$ cat src/rtl/zbt_pkg.sv
`timescale 1ns/1ps
package zbt_pkg;

  typedef enum logic {OP_READ = 1'b0, OP_WRITE = 1'b1} op_e;

  // Low address bits for burst beat 'step' starting at offset 'start'.
  function automatic logic [1:0] burst_low(input logic [1:0] start,
                                           input logic [1:0] step,
                                           input logic       linear);
    return linear ? 2'(start + step) : (start ^ step);
  endfunction

endpackage

$ cat src/rtl/zbt_ctrl_reg.sv
`timescale 1ns/1ps
module zbt_ctrl_reg
  import zbt_pkg::*;
#(
  parameter int AW    = 4,
  parameter int LANES = 4
) (
  input  logic             clk,
  input  logic             rst,
  input  logic             cs_i,
  input  logic             we_i,
  input  logic             adv_i,
  input  logic [AW-1:0]    addr_i,
  input  logic [LANES-1:0] bwe_i,
  output logic             active_o,
  output op_e              op_o,
  output logic [AW-1:0]    base_o,
  output logic [1:0]       step_o,
  output logic [LANES-1:0] bwe_o
);

  logic             active_q;
  op_e              op_q;
  logic [AW-1:0]    base_q;
  logic [1:0]       step_q;
  logic [LANES-1:0] bwe_q;

  always_ff @(posedge clk) begin
    if (rst) begin
      active_q <= 1'b0;
      op_q     <= OP_READ;
      base_q   <= '0;
      step_q   <= '0;
      bwe_q    <= '0;
    end else if (adv_i) begin
      // continue the current operation; a deselected state stays deselected
      if (active_q) step_q <= step_q + 2'd1;
      bwe_q <= bwe_i;
    end else if (cs_i) begin
      active_q <= 1'b1;
      op_q     <= we_i ? OP_WRITE : OP_READ;
      base_q   <= addr_i;
      step_q   <= '0;
      bwe_q    <= bwe_i;
    end else begin
      active_q <= 1'b0;
    end
  end

  assign active_o = active_q;
  assign op_o     = op_q;
  assign base_o   = base_q;
  assign step_o   = step_q;
  assign bwe_o    = bwe_q;

  assert_deselect_one_cycle_R10: assert property (@(posedge clk) disable iff (rst)
    (!cs_i && !adv_i) |=> !active_q);

  assert_new_cmd_starts_burst_R2: assert property (@(posedge clk) disable iff (rst)
    (cs_i && !adv_i) |=> (active_q && step_q == 2'd0 && base_q == $past(addr_i)));

  assert_adv_keeps_op_R8: assert property (@(posedge clk) disable iff (rst)
    adv_i |=> (op_q == $past(op_q) && base_q == $past(base_q) && active_q == $past(active_q)));

endmodule

$ cat src/rtl/zbt_addr_gen.sv
`timescale 1ns/1ps
module zbt_addr_gen
  import zbt_pkg::*;
#(
  parameter int AW = 4
) (
  input  logic [AW-1:0] base_i,
  input  logic [1:0]    step_i,
  input  logic          linear_i,
  output logic [AW-1:0] addr_o
);

  logic [1:0] low;
  assign low = burst_low(base_i[1:0], step_i, linear_i);

  generate
    if (AW > 2) begin : g_wide
      assign addr_o = {base_i[AW-1:2], low};
    end else begin : g_narrow
      assign addr_o = low;
    end
  endgenerate

endmodule

$ cat src/rtl/zbt_lane_array.sv
`timescale 1ns/1ps
module zbt_lane_array #(
  parameter int AW     = 4,
  parameter int LANES  = 4,
  parameter int LANE_W = 9
) (
  input  logic                    clk,
  input  logic [LANES-1:0]        we_i,
  input  logic [AW-1:0]           addr_i,
  input  logic [LANES*LANE_W-1:0] wdata_i,
  output logic [LANES*LANE_W-1:0] rdata_o
);

  localparam int DEPTH = 1 << AW;

  generate
    for (genvar g = 0; g < LANES; g++) begin : g_lane
      logic [LANE_W-1:0] mem [DEPTH];

      always_ff @(posedge clk) begin
        if (we_i[g]) mem[addr_i] <= wdata_i[g*LANE_W +: LANE_W];
      end

      assign rdata_o[g*LANE_W +: LANE_W] = mem[addr_i];
    end
  endgenerate

endmodule

$ cat src/rtl/zbt_ft_sram.sv
`timescale 1ns/1ps
module zbt_ft_sram
  import zbt_pkg::*;
#(
  parameter int AW     = 4,
  parameter int LANES  = 4,
  parameter int LANE_W = 9
) (
  input  logic                    clk,
  input  logic                    rst,
  input  logic                    cs_i,
  input  logic                    we_i,
  input  logic                    adv_i,
  input  logic [AW-1:0]           addr_i,
  input  logic [LANES*LANE_W-1:0] wdata_i,
  input  logic [LANES-1:0]        bwe_i,
  input  logic                    oe_i,
  input  logic                    linear_i,
  output logic [LANES*LANE_W-1:0] rdata_o,
  output logic                    rvalid_o
);

  localparam int DW = LANES * LANE_W;

  logic             active;
  op_e              op;
  logic [AW-1:0]    base;
  logic [1:0]       step;
  logic [LANES-1:0] bwe_q;
  logic [AW-1:0]    cur_addr;
  logic [LANES-1:0] lane_we;
  logic [DW-1:0]    array_q;
  logic             read_sel;

  zbt_ctrl_reg #(.AW(AW), .LANES(LANES)) ctrl_i (
    .clk(clk), .rst(rst), .cs_i(cs_i), .we_i(we_i), .adv_i(adv_i),
    .addr_i(addr_i), .bwe_i(bwe_i),
    .active_o(active), .op_o(op), .base_o(base), .step_o(step), .bwe_o(bwe_q)
  );

  zbt_addr_gen #(.AW(AW)) agen_i (
    .base_i(base), .step_i(step), .linear_i(linear_i), .addr_o(cur_addr)
  );

  // The command register doubles as the one-deep pending-write slot:
  // data arrives on the edge after the command and commits on that edge.
  assign lane_we = (active && op == OP_WRITE) ? bwe_q : '0;

  zbt_lane_array #(.AW(AW), .LANES(LANES), .LANE_W(LANE_W)) array_i (
    .clk(clk), .we_i(lane_we), .addr_i(cur_addr), .wdata_i(wdata_i), .rdata_o(array_q)
  );

  assign read_sel = active && (op == OP_READ);
  assign rvalid_o = read_sel && oe_i;
  assign rdata_o  = rvalid_o ? array_q : '0;

  assert_oe_gates_output_R9: assert property (@(posedge clk) disable iff (rst)
    !oe_i |-> (!rvalid_o && rdata_o == '0));

  assert_no_drive_in_write_R3: assert property (@(posedge clk) disable iff (rst)
    (lane_we != '0) |-> !rvalid_o);

  assert_read_after_cmd_R2: assert property (@(posedge clk) disable iff (rst)
    (cs_i && !adv_i && !we_i && oe_i) |=> (rvalid_o || !oe_i));

endmodule

$ cat config.mk
export PLATFORM = sky130hd
export DESIGN_NAME = zbt_ft_sram
export DESIGN_NICKNAME = d
export VERILOG_FILES = /design/src/rtl/zbt_pkg.sv /design/src/rtl/zbt_ctrl_reg.sv /design/src/rtl/zbt_addr_gen.sv /design/src/rtl/zbt_lane_array.sv /design/src/rtl/zbt_ft_sram.sv
export SDC_FILE = /design/constraint.sdc
export NUM_CORES = 1
export LEC_CHECK = 0
export BUFFER_PORTS_ARGS = -buffer_cell sky130_fd_sc_hd__buf_2
export CAP_MARGIN = 20
export CORE_AREA = 2 2 271 273
export CTS_BUF_LIST = sky130_fd_sc_hd__clkbuf_8
export CTS_CLUSTER_SIZE = 12
export DETAILED_ROUTE_END_ITERATION = 8
export DIE_AREA = 0 0 273 275
export PLACE_DENSITY = 0.54
export RECOVER_POWER = 50
export SLEW_MARGIN = 20
export SYNTH_ARGS = -nofsm -noshare
export SYNTH_HDL_FRONTEND = slang
export SYNTH_SLANG_ARGS = --single-unit
export TNS_END_PERCENT = 100
$ cat constraint.sdc
create_clock -name clk -period 6.01 [get_ports clk]
set_clock_uncertainty 0.15 [all_clocks]
set_input_delay 0.3005 -clock clk [delete_from_list [all_inputs] [get_ports clk]]
set_output_delay 0.3005 -clock clk [all_outputs]
set_load 0.01 [all_outputs]
Word-level counts from Yosys, hierarchy flattened
Memory sizes are Yosys's and may differ from the RTL's.
Index checks and enable logic that the tools add are counted.

storage, ports and cells
  bits in registers = 12
  bits in writable memories = 576
  bits of input ports = 51
  word-level logic and storage cells = 39
  memories kept = 4

memories
  name                   depth  width  read ports  clocked after Yosys merged registers in  write ports  line                  text
  array_i.g_lane[0].mem  16     9      1           0                                        1            zbt_lane_array.sv:18  logic [LANE_W-1:0] mem [DEPTH];
  array_i.g_lane[1].mem  16     9      1           0                                        1            zbt_lane_array.sv:18
  array_i.g_lane[2].mem  16     9      1           0                                        1            zbt_lane_array.sv:18
  array_i.g_lane[3].mem  16     9      1           0                                        1            zbt_lane_array.sv:18

operators by class
  add/sub/neg operators = 2
  equality and inequality tests = 1
  multiplexer cells = 18
  bitwise logic cells = 3
  reduce and logical (&&, ||, !) cells = 6

operators by type and width
  kind                 number
  $mux 36              1
  $mux 4               3
  $mux 1               10
  $mux 2               4
  $reduce_and 2->1     2
  $logic_and 1x1->1    3
  $add 2x1->2 const B  1
  $add 2x2->2          1
  $ne 2x1->1 const B   1
  $not 1->1            2
  $reduce_bool 2->1    1
  $xor 2x2->2          1

Longest topological paths before layout
Gate-level depths: netlist (run 1).

  word-level depth = 4
  mapped depth = 10

Cells and area by module
A second synthesis (run 1) with hierarchy kept.

unflattened totals
  cell total of the unflattened synthesis = 1083
  area, all modules = 22845.7 um2

by module, submodules not included
  module          instances  cells an instance  area each (um2)  seq. area each (um2)
  zbt_lane_array  1          975                21887.2          17296.6
  zbt_ctrl_reg    1          50                 455.4            240.2
  zbt_ft_sram     1          52                 454.2            0.0
  zbt_addr_gen    1          6                  48.8             0.0

Worst setup path after synthesis (run 1)
OpenSTA, ideal clock, no wires.

  kind = reg2reg
  start = register ctrl_i.step_q[0], in the netlist ctrl_i.step_o[0]
  end = memory array_i.g_lane[0].mem[13][0], enable pin
  library setup time = 0.374 ns
  data arrival time = 2.383 ns
  data required time = 5.486 ns
  setup slack = 3.103 ns
  stages on the path, launching flop included = 8
  clock period less this slack = 2.907 ns
  path through = dfxtp_1 -> ha_1 -> buf_2 -> buf_2 -> buf_1 -> nand2_1 -> clkbuf_1 -> nor2_1

between the ends
  cells in the longest elaborated chain, start to end = 2
  elaborated cells between the ends (all ways) = 3
  classes of those cells = 1 x add/sub; 1 x mux; 1 x bitwise

ends and longest elaborated chain
  element                                            line                  text
  start, declared                                    zbt_ctrl_reg.sv:25    logic [1:0] step_q;
  start signal, assigned                             zbt_ctrl_reg.sv:37    if (active_q) step_q <= step_q + 2'd1;
  $add 2x2->2 / $xor 2x2->2 (equally long branches)  zbt_pkg.sv:10         return linear ? 2'(start + step) : (start ^ step);
  $mux 2 *                                           zbt_pkg.sv:10
  end, declared                                      zbt_lane_array.sv:18

Mark *: on every way between the ends. The rest lies on a longest branch, timed or not.

Worst setup path after layout (run 1)
  start = register ctrl_i.step_q[0], in the netlist ctrl_i.step_o[0]
  end = output rdata_o[35]

between the ends
  cells in the longest elaborated chain, start to end = 4
  elaborated cells between the ends (all ways) = 5
  classes of those cells = 1 x add/sub; 2 x mux; 1 x bitwise; 1 x memory

ends and longest elaborated chain
  element                                            line               text
  $add 2x2->2 / $xor 2x2->2 (equally long branches)  zbt_pkg.sv:10
  $mux 2 *                                           zbt_pkg.sv:10
  $mem_v2 16x9 *                                     -
  $mux 36 *                                          zbt_ft_sram.sv:55  assign rdata_o = rvalid_o ? array_q : '0;
  end, declared                                      zbt_ft_sram.sv:19  output logic [LANES*LANE_W-1:0] rdata_o,

Marked as above.

==> results.sh, run 1 <==
export IMPL_outcome="finished, violations left"
export IMPL_violations="capacitance limit, slew limit"
export IMPL_end_kind="output port"
export IMPL_synth_cell_type_count=34
export IMPL_wl_mm=55.9
export IMPL_synth_seq_cells=588
export IMPL_ios=88
export IMPL_final_area_mm2=0.0265
export IMPL_period_minus_slack_ps=4780
export IMPL_finalSetupViolCount=0
export IMPL_die_h_um=275
export IMPL_crit_path_max_fanout=36
export IMPL_drt_iter0_drc=1058
export IMPL_grt_first_pass_wirelength_mm=82.2
export IMPL_p_leak_nw=8.25
export IMPL_dpl_cell_area_mm2=0.0243
export IMPL_synthesis_nets=1330
export IMPL_grt_pass1_vias=12600
export IMPL_pre_cts_ws_ps=2050
export IMPL_peakVddDrop_mv=0.130
export IMPL_portBuffers=87
export IMPL_dp_cells=2254
export IMPL_max_freq_ghz=0.209
export IMPL_rows=99
export IMPL_nNetsFinal=1502
export IMPL_slowest_stage="and2_2"
export IMPL_drive_gt1_share_pct=17.2
export IMPL_hold_start="rst"
export IMPL_die_area_mm2=0.0751
export IMPL_hold_viol=0
export IMPL_clk_pin_slew_worst_paths_ps=60
export IMPL_start_util_pct=31.7
export IMPL_cp_cell_sequence="ha_4 > nand2_1 > xnor2_4 > and2_2 > a221o_1 > o21ai_0 > nor3_1 > buf_2"
export IMPL_crit_buf_inv=1
export IMPL_dpl_hpwl_mm=33.1
export IMPL_drc=0
export IMPL_ys_flop_type="edfxtp_1"
export IMPL_drt_pass1_iterations=5
export IMPL_cts_setup_buffers=0
export IMPL_maxSlewViolCount=38
export IMPL_critical_path_arrival_ps=4330
export IMPL_ys_seq_area_share_pct=76.5
export IMPL_hp_class="input pin to flop"
export IMPL_grt_overflow_total=0
export IMPL_synth_area_per_cell_um2=17.9
export IMPL_die_w_um=273
export IMPL_antenna_found_initial=0
export IMPL_cts_root_buf="clkbuf_8"
export IMPL_finalCritPeriodShare_pct=79.5
export IMPL_synthesis_area_mm2=0.0229
export IMPL_numCtsBuffers=91
export IMPL_synth_warning_count=0
export IMPL_worst_slack_ps=1230
export IMPL_p_per_area_mw_per_mm2=305
export IMPL_post_drt_wl_per_cell_um=22.6
export IMPL_areaGrowthSynthToFinish_pct=15.7
export IMPL_max_stage_delay_ps=1000
export IMPL_final_antenna_net_count=0
export IMPL_ys_async_sr_fraction_pct=0
export IMPL_grt_start_max_net_pins=118
export IMPL_cts_buffer_depth=3
export IMPL_cts_sinks=588
export IMPL_diodes=0
export IMPL_core_area_mm2=0.0723
export IMPL_grtUsageTotal_pct=14.9
export IMPL_cp_data_required_time_ps=5560
export IMPL_grt_setup_unrepaired="false"
export IMPL_vias_per_cell=4.95
export IMPL_maxCapViolations=1
export IMPL_cp_start_kind="flop"
export IMPL_crit_start="ctrl_i.step_o[0]$_SDFFE_PP0P_"
export IMPL_tightest_slew_ps=2120
export IMPL_synth_edf_count=576
export IMPL_tns_ps=0
export IMPL_final_cells=2480
export IMPL_gp_congestion=0.743
export IMPL_cts_resized=0
export IMPL_htreeDepth=3
export IMPL_r2r_setup_slack_ps=2140
export IMPL_worstSetupPathType="flop to output port"
export IMPL_syn_inst=1278
export IMPL_rr_startpoint="ctrl_i.step_o[0]$_SDFFE_PP0P_"
export IMPL_fillers=6806
export IMPL_max_slew_margin_pct=-41.1
export IMPL_clkLatencyLatePin_ps=670
export IMPL_critical_path_top_delay_family="simple AND/OR/NAND/NOR gates"
export IMPL_vias=12300
export IMPL_tritoncts="yes"
[synthesized netlist by cell type (2+ instances only)]
| cell type | number | area (um2) |
|---|---|---|
| buf_1 | 8 | 30.0 |
| mux4_2 | 71 | 1600 |
| buf_2 | 21 | 105 |
| o22ai_1 | 35 | 219 |
| o21ai_0 | 58 | 290 |
| nand3_1 | 36 | 180 |
| buf_12 | 3 | 60.1 |
| nor2b_1 | 3 | 18.8 |
| and2_1 | 2 | 12.5 |
| nor3_1 | 36 | 180 |
| nand2_1 | 61 | 229 |
| clkbuf_1 | 40 | 150 |
| mux2i_1 | 117 | 1170 |
| buf_8 | 3 | 45.0 |
| buf_4 | 6 | 45.0 |
| dfxtp_1 | 12 | 240 |
| nor2_1 | 109 | 409 |
| xnor2_2 | 2 | 32.5 |
| nand2b_1 | 3 | 18.8 |
| and3_1 | 4 | 25.0 |
| a21oi_1 | 6 | 30.0 |
| edfxtp_1 | 576 | 17300 |
| o21ai_1 | 19 | 95.1 |
| xor2_1 | 2 | 17.5 |
| a221o_1 | 36 | 360 |
[final timing paths]
| kind | to | cells past startpoint |
|---|---|---|
| max reg2reg | array_i.g_lane[2].mem[13][4]$_DFFE_PP_ | 3 |
| min reg2reg | ctrl_i.step_o[1]$_SDFFE_PP0P_ | 2 |
| min | ctrl_i.active_o$_SDFFE_PP0N_ | 3 |
| max | rdata_o[35] | 8 |
[state kept, by name, indices dropped and copies added, names as in the netlist]
register / count
ctrl_i.bwe_o: 4
ctrl_i.base_o: 4
ctrl_i.active_o: 1
ctrl_i.step_o: 2
array_i.g_lane.mem: 576
ctrl_i.op_o: 1
[metrics by stage]
step	utilization [%]	hold slack, ps	power (W)
floorplan	-	220	0.00486
global placement	33.6	299	0.00503
detailed placement	33.6	302	0.00504
CTS	36.7	309	0.00817
global route	36.7	393	0.00837
finish	36.7	390	0.00809
[layer usage]
layer	wire length [um]	global-route usage (%)	up-vias
li1	-	-	5451
met1	24900	20.2	6357
met2	26700	24.1	372
met3	2970	2.53	103
met4	1410	5.49	0
met5	0	0	-
[power by group]
group	internal [W]	switching [W]	leakage, nW
Combinational	0.000170	0.000297	2.03
Sequential	0.00450	0.00000535	5.27
Clock	0.00159	0.00152	0.949
[cells by family after synthesis]
kind of cell / Yosys count / synth area share, %
XOR/XNOR: 4 / 0.218
flip-flops: 588 / 76.5
AND/OR/NAND/NOR: 258 / 4.81
buffers and inverters: 82 / 1.95
AO/OA/AOI/OAI: 157 / 4.44
adder cells (fa/ha/maj): 1 / 0.0545
multiplexers: 188 / 12.1
[cells in the final DEF (no fill, tap or decap), types with 19 or more instances in the layout]
| master | count |
|---|---|
| nor3_1 | 36 |
| nor2_1 | 106 |
| o21ai_0 | 58 |
| clkbuf_8 | 95 |
| clkinv_1 | 25 |
| nand3_1 | 36 |
| nand2_1 | 61 |
| mux4_2 | 71 |
| edfxtp_1 | 576 |
| mux2i_1 | 117 |
| buf_2 | 50 |
| o21ai_1 | 19 |
| a221o_1 | 36 |
| dlygate4sd3_1 | 62 |
| clkbuf_1 | 37 |
| inv_1 | 22 |
| o22ai_1 | 35 |
[worst min-delay path, stage by stage]
cell	delay [ps]
dlygate4sd3_1	530
buf_2	200
nor2_1	130
[cell type report]
type / count / area, um2 / share of cell area, %
well taps: 959 / 1200 / 4.52
flip-flops and latches: 588 / 17500 / 66.1
repair buffers: 161 / 1110 / 4.19
clock inverters: 69 / 367 / 1.38
clock buffers: 95 / 1310 / 4.93
multi-input cells: 608 / 5010 / 18.9
[timing repair]
action	in CTS	in global routing
endpoints found under the hold margin	588	0
hold buffers	62	0
setup endpoints to repair	0	0
Note: power is estimated with default switching activity, not from simulation.
==> run 2, diff against run 1 <==
--- a/config.mk
+++ b/config.mk
@@ -5,14 +5,15 @@
 export SDC_FILE = /design/constraint.sdc
 export NUM_CORES = 1
 export LEC_CHECK = 0
+export ABC_AREA = 1
 export BUFFER_PORTS_ARGS = -buffer_cell sky130_fd_sc_hd__buf_2
 export CAP_MARGIN = 20
-export CORE_AREA = 2 2 271 273
+export CORE_AREA = 2 2 281 283
 export CTS_BUF_LIST = sky130_fd_sc_hd__clkbuf_8
 export CTS_CLUSTER_SIZE = 12
 export DETAILED_ROUTE_END_ITERATION = 8
-export DIE_AREA = 0 0 273 275
-export PLACE_DENSITY = 0.54
+export DIE_AREA = 0 0 283 285
+export PLACE_DENSITY = 0.55
 export RECOVER_POWER = 50
 export SLEW_MARGIN = 20
 export SYNTH_ARGS = -nofsm -noshare
==> constraint.sdc (replaced) <==
create_clock -name clk -period 4.3 [get_ports clk]
set_clock_uncertainty 0.15 [all_clocks]
set_input_delay 0.215 -clock clk [delete_from_list [all_inputs] [get_ports clk]]
set_output_delay 0.215 -clock clk [all_outputs]
set_load 0.01 [all_outputs]
==> run 2 against run 1 <==
Net effect:
- total power rose by 43%
- critical endpoint is now rdata_o[34]
- critical path depth up 4
- clock power up 38%
- die area rose by 7.4%
- the flow now finishes without violations
- register-to-register slack worse by 1200 ps
- synthesized area grew 7.6%
- cell area is 7.0% higher
- clock-buffer cell count grew 3
- critical path type unchanged
==> results.sh, run 2 <==
export IMPL_outcome="completed"
export IMPL_synth_warning_count=0
export IMPL_cts_setup_buffers=0
export IMPL_max_stage_delay_ps=640
export IMPL_p_leak_nw=10.3
export IMPL_period_minus_slack_ps=4000
export IMPL_post_drt_wl_per_cell_um=19.9
export IMPL_cp_start_kind="flop"
export IMPL_yosysMostFrequentCell="edfxtp_1"
export IMPL_seqPwrFrac_pct=54.5
export IMPL_areaGrowthSynthToFinish_pct=15.0
export IMPL_htreeDepth=3
export IMPL_drt_iter0_drc=1350
export IMPL_r2r_setup_slack_ps=980
export IMPL_ys_async_sr_fraction_pct=0
export IMPL_mostFrequentLayoutCell="edfxtp_1"
export IMPL_tritoncts="yes"
export IMPL_clockPowerShare_pct=37.1
export IMPL_hold_path_depth=3
export IMPL_synthesis_area_mm2=0.0247
export IMPL_ys_seq_area_share_pct=71.0
export IMPL_start_util_pct=31.7
export IMPL_die_w_um=283
export IMPL_cts_sinks=588
export IMPL_tightest_slew_ps=1130
export IMPL_numCtsBuffers=95
export IMPL_antenna_found_initial=2
export IMPL_rr_startpoint="ctrl_i.step_o[0]$_SDFFE_PP0P_"
export IMPL_grt_first_pass_wirelength_mm=103
export IMPL_grt_start_max_net_pins=171
export IMPL_max_freq_ghz=0.250
export IMPL_cts_buffer_depth=3
export IMPL_cts_resized=0
export IMPL_final_area_mm2=0.0284
export IMPL_synthesis_nets=2221
export IMPL_yosys_top_cells_count="edfxtp_1, nand2_1, nor2_1"
export IMPL_finalCritPeriodShare_pct=92.9
export IMPL_syn_inst=2169
export IMPL_finalSetupViolCount=0
export IMPL_vias_per_cell=4.74
export IMPL_grtUsageTotal_pct=16.8
export IMPL_clkLatencyLatePin_ps=670
export IMPL_ctsHoldBuffers=64
export IMPL_combPwrFrac_pct=8.4
export IMPL_p_per_area_mw_per_mm2=408
export IMPL_die_area_mm2=0.0807
export IMPL_reg2reg_depth=9
export IMPL_hold_end="ctrl_i.step_o[0]$_SDFFE_PP0P_"
export IMPL_grt_setup_unrepaired="false"
export IMPL_crit_path_max_fanout=58
export IMPL_crit_buf_inv=4
export IMPL_worstSetupPathType="flop to output port"
export IMPL_grt_overflow_total=0
export IMPL_tns_ps=0
export IMPL_regMostFlops="array_i.g_lane.mem"
export IMPL_final_antenna_net_count=0
export IMPL_drc=0
export IMPL_portBuffers=87
export IMPL_ios=88
export IMPL_cp_common_cell="nand2_1"
export IMPL_cp_cell_sequence="ha_4 > nand2_1 > inv_1 > nand3_1 > buf_4 > buf_4 > nand3_1 > nand2_1 > nand2_1 > nand2_1 > nor2_1 > buf_2"
export IMPL_synthTopCellsByArea="edfxtp_1, nand2_1, o21ai_0"
export IMPL_largest_register_ffs=576
export IMPL_maxCapViolations=0
export IMPL_grt_pass1_vias=16400
export IMPL_hold_start="rst"
export IMPL_dp_cells=3210
export IMPL_synth_edf_count=576
export IMPL_internal_power_w=0.00870
export IMPL_p_sw_share_pct=24.9
export IMPL_synth_top_area_share_pct=70.1
export IMPL_slowest_stage="buf_4"
export IMPL_ys_flop_type="edfxtp_1"
export IMPL_max_slew_margin_pct=24.9
export IMPL_cp_data_required_time_ps=3930
export IMPL_cts_root_buf="clkbuf_8"
export IMPL_worst_slack_ps=303
export IMPL_wl_mm=68.6
export IMPL_final_cell_mix="edfxtp_1, nand2_1, nor2_1"
export IMPL_p_switching_w=0.00288
export IMPL_hp_class="input pin to flop"
export IMPL_final_cells=3450
export IMPL_dpl_hpwl_mm=40.6
export IMPL_nNetsFinal=2375
export IMPL_clk_pin_slew_worst_paths_ps=50
export IMPL_gp_congestion=0.795
export IMPL_rows=103
export IMPL_drive_gt1_share_pct=13.4
export IMPL_synth_seq_cells=588
export IMPL_pre_cts_ws_ps=1030
export IMPL_dpl_cell_area_mm2=0.0261
export IMPL_synth_area_per_cell_um2=11.4
export IMPL_diodes=0
export IMPL_synth_cell_type_count=23
export IMPL_hold_worst_slack_ps=170
export IMPL_core_area_mm2=0.0780
export IMPL_critical_path_arrival_ps=3630
export IMPL_vias=16400
export IMPL_critical_path_top_delay_family="buffers and inverters"
export IMPL_hold_viol=0
export IMPL_die_h_um=285
export IMPL_yosysTopAreaCell="edfxtp_1"
export IMPL_end_kind="output port"
export IMPL_rr_endpoint="array_i.g_lane[0].mem[10][4]$_DFFE_PP_"
export IMPL_peakVddDrop_mv=0.180
export IMPL_maxSlewViolCount=0
export IMPL_drt_pass1_iterations=5
## run 2: cell types whose count changed after synthesis, sizes merged, moves of 17 or more
cell,change
nor2,+132
buf,+25
a221o,-36
inv,+96
mux4,-71
o22ai,-35
or2,+107
nand3,+114
o21ai,+186
mux2i,-81
nor3,-36
clkbuf,+17
nand2,+493
## run 2: cell type report
| class | instances | area (um2) |
|---|---|---|
| Clock buffer | 98 | 1350 |
| Clock inverter | 76 | 313 |
| Timing Repair Buffer | 181 | 1270 |
| Inverter | 97 | 369 |
| Sequential cell | 588 | 17500 |
| Tap cell | 1050 | 1310 |
| Fill cell | 7713 | 49600 |
| Multi-Input combinational cell | 1360 | 6240 |
## run 2: worst register-to-register path: cells and delay by family, from the launching register on
family / cells / cell delay (ps)
adders and majority gates: 1 / 160
and+or+nand+nor: 6 / 1820
DFF: 1 / 340
buffers and inverters: 2 / 450
## run 2: logic make-up (layout without fill, tap and decap cells)
kind of cell	after synthesis	in the layout	share of synthesized area, %
muxes	36	36	1.46
AOI/OAI and AO/OA	269	269	5.46
adders and majority gates	1	1	0.0507
DFF	588	588	71.0
buffers and inverters	221	452	4.03
and+or+nand+nor	1054	1054	17.9
## run 2: power groups by stage
| stage | logic, W | clock network, W | registers [W] |
|---|---|---|---|
| 2_1_floorplan | 0.000584 | 0 | 0.00642 |
| 3_3_place_gp | 0.000930 | 0 | 0.00642 |
| 3_5_place_dp | 0.000933 | 0 | 0.00643 |
| 4_1_cts | 0.000987 | 0.00440 | 0.00631 |
| 5_1_grt | 0.00108 | 0.00463 | 0.00631 |
| 6_report | 0.000973 | 0.00429 | 0.00631 |
## run 2: layer usage
metal | up-vias | track usage (%) | part of all wire, %
met5 | - | 0 | 0
li1 | 7729 | - | -
met3 | 125 | 3.27 | 6.0
met4 | 0 | 5.85 | 2.6
met2 | 492 | 27.5 | 47
met1 | 8005 | 22.4 | 44
## run 2: worst max-delay path by stage
stage	to	start	slack [ps]	cells after the start
final	rdata_o[34]	ctrl_i.step_o[0]$_SDFFE_PP0P_	300	12
after detailed placement	array_i.g_lane[1].mem[8][5]$_DFFE_PP_	ctrl_i.step_o[0]$_SDFFE_PP0P_	1030	9
after CTS	rdata_o[35]	ctrl_i.step_o[0]$_SDFFE_PP0P_	340	12
after floorplan	array_i.g_lane[0].mem[12][0]$_DFFE_PP_	ctrl_i.step_o[0]$_SDFFE_PP0P_	1870	8
after global routing	rdata_o[25]	ctrl_i.step_o[0]$_SDFFE_PP0P_	140	12
after global placement	array_i.g_lane[2].mem[0][2]$_DFFE_PP_	ctrl_i.step_o[0]$_SDFFE_PP0P_	1020	9
## run 2: through the flow
stage / total power [W] / utilization [%]
2_1_floorplan: 0.00701 / -
3_3_place_gp: 0.00735 / 33.5
3_5_place_dp: 0.00736 / 33.5
4_1_cts: 0.0117 / 36.5
5_1_grt: 0.0120 / 36.4
6_report: 0.0116 / 36.4
